$ cat config.mk
export PLATFORM = sky130hd
export DESIGN_NAME = irq_gate_ctl
export DESIGN_NICKNAME = d
export VERILOG_FILES = /design/src/rtl/irq_gate_pkg.sv /design/src/rtl/irq_line_sync.sv /design/src/rtl/irq_priv_check.sv /design/src/rtl/irq_take_logic.sv /design/src/rtl/irq_gate_ctl.sv
export SDC_FILE = /design/constraint.sdc
export NUM_CORES = 1
export LEC_CHECK = 0
export ABC_CLOCK_PERIOD_IN_PS = 5500
export CAP_MARGIN = 20
export CORE_ASPECT_RATIO = 1.2
export CORE_MARGIN = 2
export CORE_UTILIZATION = 43
export DETAILED_ROUTE_END_ITERATION = 10
export PLACE_DENSITY = 0.84
export SYNTH_ARGS = -nofsm -noshare
export SYNTH_HDL_FRONTEND = slang
export SYNTH_HIERARCHICAL = 1
export SYNTH_SLANG_ARGS = --single-unit
$ cat constraint.sdc
create_clock -name clk_i -period 5.5 [get_ports clk_i]
set_input_delay 1.1 -clock clk_i [delete_from_list [all_inputs] [get_ports clk_i]]
set_output_delay 1.1 -clock clk_i [all_outputs]
set_load 0.005 [all_outputs]
$ cat src/rtl/irq_gate_pkg.sv
package irq_gate_pkg;

    // Status word field positions
    localparam int unsigned SR_IE     = 0;
    localparam int unsigned SR_EXL    = 1;
    localparam int unsigned SR_ERL    = 2;
    localparam int unsigned SR_KSU_LO = 3;
    localparam int unsigned SR_KSU_HI = 4;
    localparam int unsigned SR_EIE    = 16;
    localparam int unsigned SR_EDI    = 17;

    // Lowest cause bit receiving an external request
    localparam int unsigned CAUSE_IP_LO = 8;

    typedef enum logic [2:0] {
        OP_NONE = 3'd0,
        OP_EI   = 3'd1,
        OP_DI   = 3'd2,
        OP_ERET = 3'd3,
        OP_MTSR = 3'd4
    } op_kind_e;

endpackage

$ cat src/rtl/irq_line_sync.sv
module irq_line_sync #(
    parameter int unsigned NLINES = 8,
    parameter int unsigned STAGES = 1
) (
    input  logic              clk_i,
    input  logic              rst_ni,
    input  logic [NLINES-1:0] line_i,
    output logic [NLINES-1:0] line_o
);
    logic [NLINES-1:0] stage_q [STAGES];

    always_ff @(posedge clk_i or negedge rst_ni) begin
        if (!rst_ni) begin
            for (int s = 0; s < STAGES; s++) stage_q[s] <= '0;
        end else begin
            stage_q[0] <= line_i;
            for (int s = 1; s < STAGES; s++) stage_q[s] <= stage_q[s-1];
        end
    end

    assign line_o = stage_q[STAGES-1];
endmodule

$ cat src/rtl/irq_priv_check.sv
module irq_priv_check
    import irq_gate_pkg::*;
#(
    parameter int unsigned XLEN = 32
) (
    input  logic [XLEN-1:0] status_i,
    output logic            may_toggle_o
);
    logic kernel_mode;

    always_comb begin
        kernel_mode  = (status_i[SR_KSU_HI:SR_KSU_LO] == 2'b00);
        may_toggle_o = status_i[SR_EXL] | status_i[SR_ERL] |
                       status_i[SR_EDI] | kernel_mode;
    end
endmodule

$ cat src/rtl/irq_take_logic.sv
module irq_take_logic
    import irq_gate_pkg::*;
#(
    parameter int unsigned     XLEN      = 32,
    parameter logic [XLEN-1:0] QUAL_MASK = 32'h0000_FC00
) (
    input  logic [XLEN-1:0] status_i,
    input  logic [XLEN-1:0] cause_i,
    output logic            pending_o,
    output logic            fire_o
);
    logic both_enabled;
    logic in_handler;

    always_comb begin
        pending_o    = |(cause_i & status_i & QUAL_MASK);
        both_enabled = status_i[SR_IE] & status_i[SR_EIE];
        in_handler   = status_i[SR_EXL] | status_i[SR_ERL];
        fire_o       = pending_o & both_enabled & ~in_handler;
    end
endmodule

$ cat src/rtl/irq_gate_ctl.sv
module irq_gate_ctl
    import irq_gate_pkg::*;
#(
    parameter int unsigned      XLEN        = 32,
    parameter int unsigned      NLINES      = 8,
    parameter int unsigned      SYNC_STAGES = 1,
    parameter int unsigned      VEC_W       = 12,
    parameter logic [VEC_W-1:0] VEC_OFF     = 12'h200,
    parameter logic [XLEN-1:0]  QUAL_MASK   = 32'h0000_FC00
) (
    input  logic              clk_i,
    input  logic              rst_ni,
    input  logic [NLINES-1:0] irq_lines_i,
    input  logic [2:0]        op_kind_i,
    input  logic [XLEN-1:0]   op_wdata_i,
    input  logic [XLEN-1:0]   pc_i,
    output logic              take_o,
    output logic [VEC_W-1:0]  vec_off_o,
    output logic              redirect_o,
    output logic [XLEN-1:0]   redirect_pc_o,
    output logic [XLEN-1:0]   status_o,
    output logic [XLEN-1:0]   cause_o,
    output logic [XLEN-1:0]   epc_o
);
    localparam int unsigned IP_HI = CAUSE_IP_LO + NLINES - 1;

    typedef struct packed {
        logic [XLEN-1:0]  status;
        logic [XLEN-1:0]  cause;
        logic [XLEN-1:0]  epc;
        logic             take;
        logic [VEC_W-1:0] vec;
        logic             redir;
        logic [XLEN-1:0]  rpc;
    } state_t;

    state_t cur_q, nxt_d;

    logic [NLINES-1:0] lines_sync;
    logic              priv_ok;
    logic              pend;
    logic              fire;
    op_kind_e          op;

    assign op = op_kind_e'(op_kind_i);

    irq_line_sync #(
        .NLINES (NLINES),
        .STAGES (SYNC_STAGES)
    ) u_sync (
        .clk_i  (clk_i),
        .rst_ni (rst_ni),
        .line_i (irq_lines_i),
        .line_o (lines_sync)
    );

    irq_priv_check #(
        .XLEN (XLEN)
    ) u_priv (
        .status_i     (cur_q.status),
        .may_toggle_o (priv_ok)
    );

    irq_take_logic #(
        .XLEN      (XLEN),
        .QUAL_MASK (QUAL_MASK)
    ) u_take (
        .status_i  (cur_q.status),
        .cause_i   (cur_q.cause),
        .pending_o (pend),
        .fire_o    (fire)
    );

    always_comb begin
        nxt_d       = cur_q;
        nxt_d.take  = 1'b0;
        nxt_d.vec   = '0;
        nxt_d.redir = 1'b0;
        nxt_d.rpc   = '0;
        nxt_d.cause = '0;
        nxt_d.cause[IP_HI:CAUSE_IP_LO] = lines_sync;

        if (fire) begin
            // exception wins over any operation in the same cycle
            nxt_d.status[SR_EXL] = 1'b1;
            nxt_d.epc            = pc_i;
            nxt_d.take           = 1'b1;
            nxt_d.vec            = VEC_OFF;
        end else begin
            unique case (op)
                OP_EI:   if (priv_ok) nxt_d.status[SR_EIE] = 1'b1;
                OP_DI:   if (priv_ok) nxt_d.status[SR_EIE] = 1'b0;
                OP_ERET: begin
                    nxt_d.status[SR_EXL] = 1'b0;
                    nxt_d.redir          = 1'b1;
                    nxt_d.rpc            = cur_q.epc;
                end
                OP_MTSR: nxt_d.status = op_wdata_i;
                default: ;
            endcase
        end
    end

    always_ff @(posedge clk_i or negedge rst_ni) begin
        if (!rst_ni) cur_q <= '0;
        else         cur_q <= nxt_d;
    end

    assign take_o        = cur_q.take;
    assign vec_off_o     = cur_q.vec;
    assign redirect_o    = cur_q.redir;
    assign redirect_pc_o = cur_q.rpc;
    assign status_o      = cur_q.status;
    assign cause_o       = cur_q.cause;
    assign epc_o         = cur_q.epc;

    // Checks beside the logic they guard

    assert_take_single_R5: assert property (@(posedge clk_i) disable iff (!rst_ni)
        take_o |=> !take_o);

    assert_epc_capture_R5: assert property (@(posedge clk_i) disable iff (!rst_ni)
        take_o |-> (epc_o == $past(pc_i)));

    assert_take_enabled_R4: assert property (@(posedge clk_i) disable iff (!rst_ni)
        take_o |-> $past(status_o[SR_IE] && status_o[SR_EIE] &&
                         !status_o[SR_EXL] && !status_o[SR_ERL]));

    assert_qualified_pending_R3: assert property (@(posedge clk_i) disable iff (!rst_ni)
        take_o |-> $past(|(cause_o & status_o & QUAL_MASK)));

    assert_unpriv_ignored_R8: assert property (@(posedge clk_i) disable iff (!rst_ni)
        ((op == OP_EI || op == OP_DI) && !priv_ok && !fire)
        |=> (status_o == $past(status_o)));

    assert_eret_target_R9: assert property (@(posedge clk_i) disable iff (!rst_ni)
        redirect_o |-> (!status_o[SR_EXL] && redirect_pc_o == $past(epc_o)));

    assert_exc_beats_op_R10: assert property (@(posedge clk_i) disable iff (!rst_ni)
        take_o |-> (status_o == ($past(status_o) | (XLEN'(1) << SR_EXL))));

endmodule

Yosys cells after proc, flatten, opt, wreduce, memory -nomap -nowiden --
Index checks and enable logic that the tools add are counted.
Word-level totals: register bits after elaboration 126, input bits 77, word-level logic and storage cells 39
Operators by class: mux-type cells 8, reduce and logical (&&, ||, !) cells 6, bitwise gates (word level) 9, eq/ne operators 6
Operators by type and width (count):
- $mux W33 | 2
- $and A16 B16 Y16 | 1
- $mux W13 | 1
- $eq A3 B2 Y1 const B | 2
- $reduce_bool A3 Y1 | 2
- $reduce_or A6 Y1 | 1
- $ne A2 B2 Y1 const B | 2
- $reduce_and A4 Y1 | 1
- $and A1 B1 Y1 | 3
- $eq A3 B1 Y1 const B | 1
- $eq A3 B3 Y1 const B | 1
- $mux W1 | 3
- $or A1 B1 Y1 | 3
- $pmux W1 S3 | 1
- $logic_not A2 Y1 | 1
- $not A1 Y1 | 2
- $pmux W1 S2 | 1
- $reduce_and A2 Y1 | 1

Depth between registers and ports, before layout --
Gate-level depths: netlist of the first run.
word-level depth 6, mapped depth 7, depth with buffers taken out 5

Hierarchy --
The synthesis of the first run kept the hierarchy.
By module, submodules not included:
- irq_gate_ctl | area each 4013.8 um^2, cells each 262, times used 1
- irq_line_sync | area each 200.2 um^2, cells each 8, times used 1
- irq_take_logic | area each 45.0 um^2, cells each 6, times used 1
- irq_priv_check | area each 15.0 um^2, cells each 2, times used 1

Worst setup path after synthesis of the first run --
OpenSTA, ideal clock, no wires.
path kind input -> register, from input port op_kind_i[0], to register cur_q, in the netlist status_o[23], arrival time 2.042 ns, required time 5.375 ns, stages 3, library setup time 0.125 ns, path slack 3.333 ns, cells stage by stage nor4b_4 > buf_6 > mux2_2
Between the ends: longest elaborated chain between the ends 2
Ends and longest elaborated chain:
- start: declaration | line irq_gate_ctl.sv:14 | input logic [2:0] op_kind_i,
- $eq A3 B3 Y1 | line irq_gate_ctl.sv:90 | unique case (op)
- $reduce_and A2 Y1 (no source line)
- end signal: assignment | line irq_gate_ctl.sv:106 | else cur_q <= nxt_d;
- end: declaration | line irq_gate_ctl.sv:37 | state_t cur_q, nxt_d;
No other way between the ends. A chain may end at the register's enable or synchronous reset.

==> impl_summary.log, run 1 <==
[metrics] DR vias/cell: 4.54
[metrics] met1 GRT Util: about 20%
[metrics] post-layout total power: 3.08 mW
[metrics] Critical Path Sink Type: flip-flop
[metrics] global-route wire length before repair: ~15,000 µm
[metrics] Final Instance Count excl. Fillers: 606
[metrics] maximum fanout encountered on the critical timing path: 33
[metrics] Sinks on Clock Net: between 100 and 150
[metrics] global-route usage over all layers: 19.1%
[metrics] layer carrying the most global-route usage: met2
[metrics] met3 GRT Util: ~8%
[metrics] TNS Setup: 0 ns
[metrics] count of placed standard cells including taps: around 570
[metrics] WL final: slightly below 10,000 µm
[metrics] setup-violating endpoint count in the final report: 0
[metrics] type of the most critical hold path: reg -> reg
[metrics] worst hold slack: around 0.34 ns
[metrics] Detail Route Antenna Nets: 0
[metrics] delay contributed by the slowest stage of the critical path: roughly 0.77 ns
[metrics] critical path type: in -> reg
[metrics] routability congestion estimate: ~0.76
[metrics] WL/cell: approximately 16 µm
[metrics] power per standard cell area: roughly 460 nW/µm²
[metrics] minimum period implied by the final worst setup slack: 2.57 ns
[metrics] via count of the first global-routing pass: ~3,000
[metrics] static power due to leakage: just under 3 nW
[metrics] total clock buffers created by CTS: 17
[metrics] met2 track demand over resource in global routing: roughly 33%
[metrics] worst-margin pin slew: approximately 0.98 ns
[metrics] final number of max-transition violations: 0
[metrics] number of detailed-routing iterations run before antenna repair: 4
[metrics] count of input and output buffers: 183
[metrics] highest clock rate: 389 MHz
[metrics] max-cap violations: 0
[metrics] Syn Area/Cell: ~15 µm²
[metrics] Bufs and invs on worst path: 1
[metrics] setup repair after global routing missed its margin: false
[metrics] die boundary width: between 90 and 100 µm
[metrics] Hold Violations, Final: 0
[metrics] Die Outline Area: roughly 11,000 µm²
[metrics] Post-CTS Setup Repair Bufs: 0
[metrics] total I/O pin count: 219
[metrics] setup clock skew after layout: around 0.0068 ns
[metrics] ratio of cells with drive above 1 in the final layout: 19.0%
[metrics] VDD IR-drop max: roughly 0.00027 V
[metrics] Syn-to-layout area delta: 57.7%
[metrics] HPWL after detailed placement: 6910 µm
[metrics] number of standard cells after synthesis: ~280
[metrics] Via Count: approximately 2,800
[metrics] total gr overflow: 0
[metrics] row count: 39
[metrics] number of antenna violations at the first check in global routing: 0
[metrics] core region area: slightly below 10,000 µm²
[metrics] starting utilization of the core area: between 40% and 50%
[metrics] pin count of the biggest net entering global routing: 69
[metrics] final cycle utilization of the critical path: 46.7%
[metrics] clock edge transition at the registers on the reported setup and hold paths: approximately 0.050 ns
[metrics] relative slew slack: 34.1%
[metrics] H-tree depth: 4
[metrics] root buffer selected by CTS: clkbuf_16
[metrics] DR DRC count: 0
[metrics] data required time at the worst endpoint: between 5 and 6 ns
[metrics] Starting DRT DRC Count: 50
[metrics] Synth warnings: 6
[metrics] die height: around 110 µm
[metrics] cell-by-cell listing of the critical path: clkdlybuf4s50_1 > nand2_1 > nor3_4 > and2_1
[metrics] worst path arrival time: between 2 and 3 ns
[metrics] share of the core filled with cells in the final layout: a little over two thirds
[metrics] cell type of the slowest stage on the worst timing path: nor3_4
[metrics] critical path launch point type: primary input
[metrics] CTS tree: yes
[metrics] CTS Hold Bufs: 0
[metrics] number of antenna diodes: 0
[metrics] cell area after technology mapping: between 4000 and 5000 µm²
[metrics] dominant delay contributor by cell family on the critical path: simple AND/OR/NAND/NOR gates
[metrics] number of instances resized during post-cts repair: 0
[metrics] number of fill cells: 667
[metrics] clock latency of the later-clocked register in the worst-skew pair: approximately 0.40 ns
[metrics] number of nets in the finished design: 547
[metrics] outcome: finished clean
[metrics] CTS Buffer Depth: 2
==> flip-flops by register name, summed over array words and instances, names as in the netlist <==
name	flops
vec_off_o	1
redirect_o	1
cause_o	8
u_sync/line_o	8
status_o	32
redirect_pc_o	32
epc_o	32
==> where the power goes <==
group	switching (mW)	total [mW]	internal [mW]
Combinational	0.218	0.738	0.520
Clock	0.362	1.18	0.815
Sequential	0.126	1.17	1.04
==> routing by layer <==
metal | part of all wire (%) | wire [µm]
met1 | 35 | 3370
met5 | 0 | 0
met2 | 54 | 5210
met4 | 1.7 | 169
met3 | 9.5 | 914
==> area by class of cell <==
cell class / count / area [µm²] / area share [%]
Multi-Input combinational cell: 149 / 1220 / 18.1
Clock buffer: 23 / 498 / 7.40
Tap cell: 123 / 154 / 2.29
Sequential cell: 114 / 2850 / 42.4
Timing Repair Buffer: 186 / 1850 / 27.5
Inverter: 2 / 7.51 / 0.111
Clock inverter: 9 / 150 / 2.23
==> path summary, 6_finish.rpt <==
kind                                            startpoint                          end  slack [ns]  depth (start not counted)
worst max-delay path                          op_kind_i[1]  redirect_pc_o[19]$_DFF_PN0_        2.93                          4
worst min-delay path            u_sync/line_o[6]$_DFF_PN0_        cause_o[14]$_DFF_PN0_        0.34                          0
worst max register to register     status_o[1]$_DFFE_PN0P_     status_o[16]$_DFFE_PN0P_        3.38                          6
worst min register to register  u_sync/line_o[6]$_DFF_PN0_        cause_o[14]$_DFF_PN0_        0.34                          0
max in group asynchronous                           rst_ni   u_sync/line_o[4]$_DFF_PN0_        3.57                          2
min in group asynchronous                           rst_ni   u_sync/line_o[1]$_DFF_PN0_        0.79                          1
==> stage by stage <==
step           setup slack, ns  area [µm²]
6_report                  2.93        6730
2_1_floorplan             3.33        4400
4_1_cts                   2.86        6730
3_3_place_gp              2.60        6090
5_1_grt                   2.75        6730
3_5_place_dp              2.50        6090
==> layout by cell type, fill, tap and decap left out, drive strengths merged, types with 2 or more instances in the layout <==
cell and instances:
nor4b 2, clkinvlp 2, and2 32, nor3 3
mux2 62, bufinv 4, dfrtp 114, clkdlybuf4s50 182
o21ai 3, buf 4, conb 35, clkinv 3
a22oi 3, clkbuf 23, inv 2
Note: power is estimated with default switching activity, not from simulation.
==> run 2: changes to the inputs <==
ABC_CLOCK_PERIOD_IN_PS = 2300   (was 5500)
CORE_UTILIZATION = 36   (was 43)
PLACE_DENSITY = 0.75   (was 0.84)
clock period = 2.3 ns   (was 5.5 ns; I/O delays follow)
==> run 2 against run 1 <==
Total power grew 140%; first-iteration DRC count rose by 66%; critical path depth rose by 1; largest cell class unchanged; highest routed layer unchanged; clock-buffer cell count is 2 lower.
==> impl_summary.log, run 2 (same netlist as run 1, synthesis figures left out) <==
[metrics] highest clock rate: ~520 MHz
[metrics] final number of max-transition violations: 0
[metrics] H-tree depth: 4
[metrics] number of detailed-routing iterations run before antenna repair: 4
[metrics] commonest cells after routing, fill and taps aside: clkdlybuf4s50_1, dfrtp_1, mux2_2, conb_1, and2_1
[metrics] Starting DRT DRC Count: between 80 and 90
[metrics] Critical Path Sink Type: flip-flop
[metrics] clock edge transition at the registers on the reported setup and hold paths: approximately 0.05 ns
[metrics] minimum period implied by the final worst setup slack: approximately 1.9 ns
[metrics] Syn-to-layout area delta: 59.8%
[metrics] outcome: finished clean
[metrics] delay contributed by the slowest stage of the critical path: approximately 0.39 ns
[metrics] DR vias/cell: about 4.3
[metrics] total clock buffers created by CTS: 17
[metrics] DR DRC count: 0
[metrics] number of antenna violations at the first check in global routing: 0
[metrics] setup-violating endpoint count in the final report: 0
[metrics] global-route wire length before repair: 14,500 µm
[metrics] most common library cell in the layout ignoring fill and taps: clkdlybuf4s50_1
[metrics] root buffer selected by CTS: clkbuf_16
[metrics] die boundary width: between 100 and 150 µm
[metrics] met3 GRT Util: about 6.6%
[metrics] starting utilization of the core area: approximately 37%
[metrics] CTS tree: yes
[metrics] final cycle utilization of the critical path: 83.7%
[metrics] core region area: around 12,000 µm²
[metrics] critical path launch point type: flip-flop
[metrics] power per standard cell area: ~1100 nW/µm²
[metrics] count of input and output buffers: 183
[metrics] row count: 43
[metrics] TNS Setup: 0 ns
[metrics] Detail Route Antenna Nets: 0
[metrics] Via Count: 2,773
[metrics] CTS Buffer Depth: 2
[metrics] count of placed standard cells including taps: 612
[metrics] dominant delay contributor by cell family on the critical path: compound AO/OA/AOI/OAI gates
[metrics] static power due to leakage: between 2 and 3 nW
[metrics] worst hold slack: between 0.3 and 0.4 ns
[metrics] WL final: roughly 9700 µm
[metrics] pin count of the biggest net entering global routing: 55
[metrics] data required time at the worst endpoint: 2.58 ns
[metrics] die height: roughly 120 µm
[metrics] cell type of the slowest stage on the worst timing path: dfrtp_1
[metrics] ratio of cells with drive above 1 in the final layout: between 10% and 20%
[metrics] layer carrying the most global-route usage: met2
[metrics] cell-by-cell listing of the critical path: a22oi_1 > a31oi_4 > nor4b_4 > buf_12 > mux2_2
[metrics] worst path arrival time: 2.20 ns
[metrics] Final Instance Count excl. Fillers: ~640
[metrics] total gr overflow: 0
[metrics] Sinks on Clock Net: about 110
[metrics] Hold Violations, Final: 0
[metrics] global-route usage over all layers: between 10% and 20%
[metrics] number of nets in the finished design: around 550
[metrics] routability congestion estimate: roughly 0.81
[metrics] via count of the first global-routing pass: 2,871
[metrics] post-layout total power: just over 7 mW
[metrics] setup clock skew after layout: roughly 0.0057 ns
[metrics] met1 GRT Util: roughly 16%
[metrics] setup repair after global routing missed its margin: false
[metrics] Bufs and invs on worst path: 1
[metrics] VDD IR-drop max: about 0.00061 V
[metrics] WL/cell: 15.0 µm
[metrics] total I/O pin count: ~220
[metrics] number of fill cells: about 930
[metrics] maximum fanout encountered on the critical timing path: 26
[metrics] clock latency of the later-clocked register in the worst-skew pair: 0.40 ns
[metrics] Die Outline Area: between 10,000 and 15,000 µm²
[metrics] critical path type: reg -> reg
[metrics] type of the most critical hold path: reg -> reg
[metrics] max-cap violations: 0
[metrics] HPWL after detailed placement: 7160 µm
[metrics] number of antenna diodes: 0
[metrics] met2 track demand over resource in global routing: approximately 27%
run 2: cell count changes in the layout (fill, tap and decap cells not counted), sizes merged:
cell,previous run,this run
clkbuf,23,21
clkinvlp,2,3
dlygate4sd3,0,1
buf,4,8
run 2: report_power, final:
| group | switching, mW | total, mW | internal (mW) |
|---|---|---|---|
| clock | 0.856 | 2.71 | 1.86 |
| combinational | 0.522 | 1.78 | 1.26 |
| sequential | 0.299 | 2.78 | 2.49 |
run 2: per-layer routing:
layer	vias to the layer above	part of all wire, %
li1	1267	-
met1	1374	36
met2	118	54
met3	14	8.1
met4	0	1.6
met5	-	0
run 2: worst reg2reg max path, cell delays in order (launching register included):
cell and delay, ns:
dfrtp_1 0.39, a22oi_1 0.29, a31oi_4 0.20, nor4b_4 0.33, buf_12 0.23, mux2_2 0.37
run 2: what timing repair did:
item	CTS	global route
endpoints found under the setup margin	0	0
hold endpoints to repair	13	0
buffers inserted	0	0
resized for setup	0	0
hold buffers	1	0
run 2: worst paths after layout:
kind                                       startpoint                       to  slack [ns]  cells after the start
max in group asynchronous                      rst_ni     epc_o[0]$_DFFE_PN0P_        1.03                      3
min reg2reg                u_sync/line_o[6]$_DFF_PN0_    cause_o[14]$_DFF_PN0_        0.34                      0
min in group asynchronous                      rst_ni     cause_o[8]$_DFF_PN0_        0.54                      2
max                          status_o[12]$_DFFE_PN0P_  status_o[6]$_DFFE_PN0P_        0.38                      5
min                        u_sync/line_o[6]$_DFF_PN0_    cause_o[14]$_DFF_PN0_        0.34                      0
max reg2reg                  status_o[12]$_DFFE_PN0P_  status_o[6]$_DFFE_PN0P_        0.38                      5
run 2: area by class of cell:
cell class	count	area, µm²	share of cell area, %
Clock buffer	21	460	6.75
Timing Repair Buffer	191	1930	28.3
Inverter	2	7.51	0.110
Multi-Input combinational cell	149	1220	17.9
Tap cell	157	196	2.88
Sequential cell	114	2850	41.8
Clock inverter	10	158	2.31
run 2: through the flow:
| stage | instance area [µm²] | setup WS, ns | utilization, % |
|---|---|---|---|
| 5_1_grt | 6820 | 0.274 | 59.0 |
| 4_1_cts | 6820 | 0.348 | 59.0 |
| 2_1_floorplan | 4400 | 0.448 | - |
| 3_5_place_dp | 6200 | 0.162 | 53.6 |
| 3_3_place_gp | 6200 | 0.220 | 53.6 |
| 6_report | 6820 | 0.376 | 59.0 |
==> run 3: changes to the inputs <==
ABC_CLOCK_PERIOD_IN_PS = 1600   (was 2300)
clock period = 1.6 ns   (was 2.3 ns; I/O delays follow)
==> run 3 against run 2 <==
The run now ends with setup timing left; cell area is 3.8% higher; combinational power is 45% higher; core utilization is 2.2 points higher; clock-buffer cell count is 1 lower; non-clock buffer count is 30 higher; first-iteration DRC count is 1.2% lower; die area stayed put; critical path type unchanged; critical endpoint is now status_o[11]$_DFFE_PN0P_; highest routed layer unchanged.
==> impl_summary.log, run 3 (same netlist as run 1, synthesis figures left out) <==
[metrics] outcome: finished, violations left
[metrics] violated checks: setup timing
[metrics] die boundary width: ~100 µm
[metrics] Syn-to-layout area delta: 65.9%
[metrics] most common library cell in the layout ignoring fill and taps: dfrtp_1
[metrics] clock edge transition at the registers on the reported setup and hold paths: approximately 0.05 ns
[metrics] die height: about 120 µm
[metrics] maximum fanout encountered on the critical timing path: 24
[metrics] reported net switching power: 2.50 mW
[metrics] Die Outline Area: around 13,000 µm²
[metrics] final cycle utilization of the critical path: 115%
[metrics] critical path launch point type: flip-flop
[metrics] data required time at the worst endpoint: roughly 1.9 ns
[metrics] global-route wire length before repair: between 15,000 and 20,000 µm
[metrics] number of nets in the finished design: approximately 580
[metrics] minimum period implied by the final worst setup slack: 1.83 ns
[metrics] commonest cells after routing, fill and taps aside: dfrtp_1, clkdlybuf4s50_1, dlygate4sd2_1, mux2_2, conb_1
[metrics] total clock buffers created by CTS: 17
[metrics] Final Worst Setup Slack: -0.234 ns
[metrics] via count of the first global-routing pass: 3,075
[metrics] Sinks on Clock Net: 114
[metrics] H-tree depth: 4
[metrics] internal power of the cells: between 7 and 8 mW
[metrics] HPWL after detailed placement: between 7000 and 8000 µm
[metrics] core region area: 11,600 µm²
[metrics] Detail Route Antenna Nets: 0
[metrics] starting utilization of the core area: 36.9%
[metrics] worst path arrival time: roughly 2.1 ns
[metrics] pin count of the biggest net entering global routing: between 50 and 60
[metrics] VDD IR-drop max: approximately 0.00078 V
[metrics] power share of the combinational group: a little over a quarter
[metrics] row count: 43
[metrics] pre-CTS worst setup slack: -0.366 ns
[metrics] DR DRC count: 0
[metrics] clock latency of the later-clocked register in the worst-skew pair: about 0.4 ns
[metrics] total gr overflow: 0
[metrics] WL final: 10,600 µm
[metrics] ratio of cells with drive above 1 in the final layout: between 20% and 30%
[metrics] root buffer selected by CTS: clkbuf_16
[metrics] portion of total power attributed to sequential cells: approximately two fifths
[metrics] number of antenna diodes: 0
[metrics] count of input and output buffers: ~180
[metrics] static power due to leakage: 3.60 nW
[metrics] DR vias/cell: around 4.3
[metrics] WL/cell: around 16 µm
[metrics] Net Sw Frac: 25.2%
[metrics] Hold Violations, Final: 0
[metrics] share of the core filled with cells in the final layout: 61.2%
[metrics] worst hold slack: 0.348 ns
[metrics] Starting DRT DRC Count: between 80 and 90
[metrics] Critical Path Sink Type: flip-flop
[metrics] post-layout total power: 9.94 mW
[metrics] number of detailed-routing iterations run before antenna repair: 4
[metrics] power per standard cell area: ~1400 nW/µm²
[metrics] type of the most critical hold path: in -> async
[metrics] routability congestion estimate: between 0.7 and 0.8
[metrics] setup clock skew after layout: about 0.0071 ns
[metrics] global-route usage over all layers: between 15 and 20%
[metrics] number of antenna violations at the first check in global routing: 0
[metrics] critical path type: reg -> reg
[metrics] total I/O pin count: roughly 220
[metrics] Via Count: approximately 2,900
[metrics] clock network power share: 34.1%
[metrics] setup repair after global routing missed its margin: true
[metrics] max-cap violations: 0
[metrics] final number of max-transition violations: 0
[metrics] setup-violating endpoint count in the final report: 96
[metrics] CTS tree: yes
[metrics] highest clock rate: between 500 and 600 MHz
[metrics] CTS Buffer Depth: 2
[run 3: critical path, cell delays in order (launching register included)]
cell	delay [ns]
dfrtp_1	0.38
a22oi_2	0.25
a31oi_4	0.15
nor4b_4	0.22
buf_4	0.18
buf_12	0.18
mux2_2	0.35
[run 3: worst paths after layout]
path                                             from                           to  slack (ns)  depth (start not counted)
min reg2reg                u_sync/line_o[6]$_DFF_PN0_        cause_o[14]$_DFF_PN0_        0.35                          0
max reg2reg                     cause_o[14]$_DFF_PN0_     status_o[11]$_DFFE_PN0P_       -0.23                          6
max                             cause_o[14]$_DFF_PN0_     status_o[11]$_DFFE_PN0P_       -0.23                          6
min                                            rst_ni         cause_o[9]$_DFF_PN0_        0.35                          2
min in group clk_i         u_sync/line_o[6]$_DFF_PN0_        cause_o[14]$_DFF_PN0_        0.35                          0
max in group asynchronous                      rst_ni  redirect_pc_o[31]$_DFF_PN0_        0.67                          3
[run 3: repair_timing]
| action | in CTS | in global routing |
|---|---|---|
| cloned | 1 | 0 |
| setup endpoints to repair | 150 | 127 |
| buffers inserted | 13 | 4 |
| gates resized for setup | 63 | 31 |
| hold endpoints to repair | 18 | 0 |
| hold buffers | 1 | 0 |
[run 3: cell type report]
| class | count | area (µm²) |
|---|---|---|
| Fill cell | 947 | 4490 |
| Sequential cell | 114 | 2850 |
| Timing Repair Buffer | 221 | 2210 |
| Multi-Input combinational cell | 149 | 1280 |
| Clock buffer | 20 | 447 |
| Tap cell | 157 | 196 |
| Clock inverter | 11 | 90.1 |
| Inverter | 2 | 7.51 |
[run 3: power groups by stage]
stage	Sequential, mW	Combinational [mW]	Clock [mW]
CTS	3.98	2.64	3.49
finish	3.97	2.58	3.39
global placement	3.99	2.68	0
floorplan	4.05	0.800	0
global route	4.06	2.80	3.63
detailed placement	4.04	2.73	0
[run 3: per-stage QoR]
stage               std cells  area [µm²]  TNS, ns
finish                    674        7080   -13.36
global route              674        7080   -22.53
CTS                       670        6970   -13.33
detailed placement        624        6320   -21.91
global placement          624        6320   -19.36
floorplan                 311        4400    -8.15
[run 3: routing by layer]
layer	vias to the layer above	share of wire (%)	track usage [%]
met4	0	1.8	6.58
met1	1462	35	18.0
met3	18	8.6	7.69
met2	133	54	28.8
met5	-	0	0
li1	1318	-	-
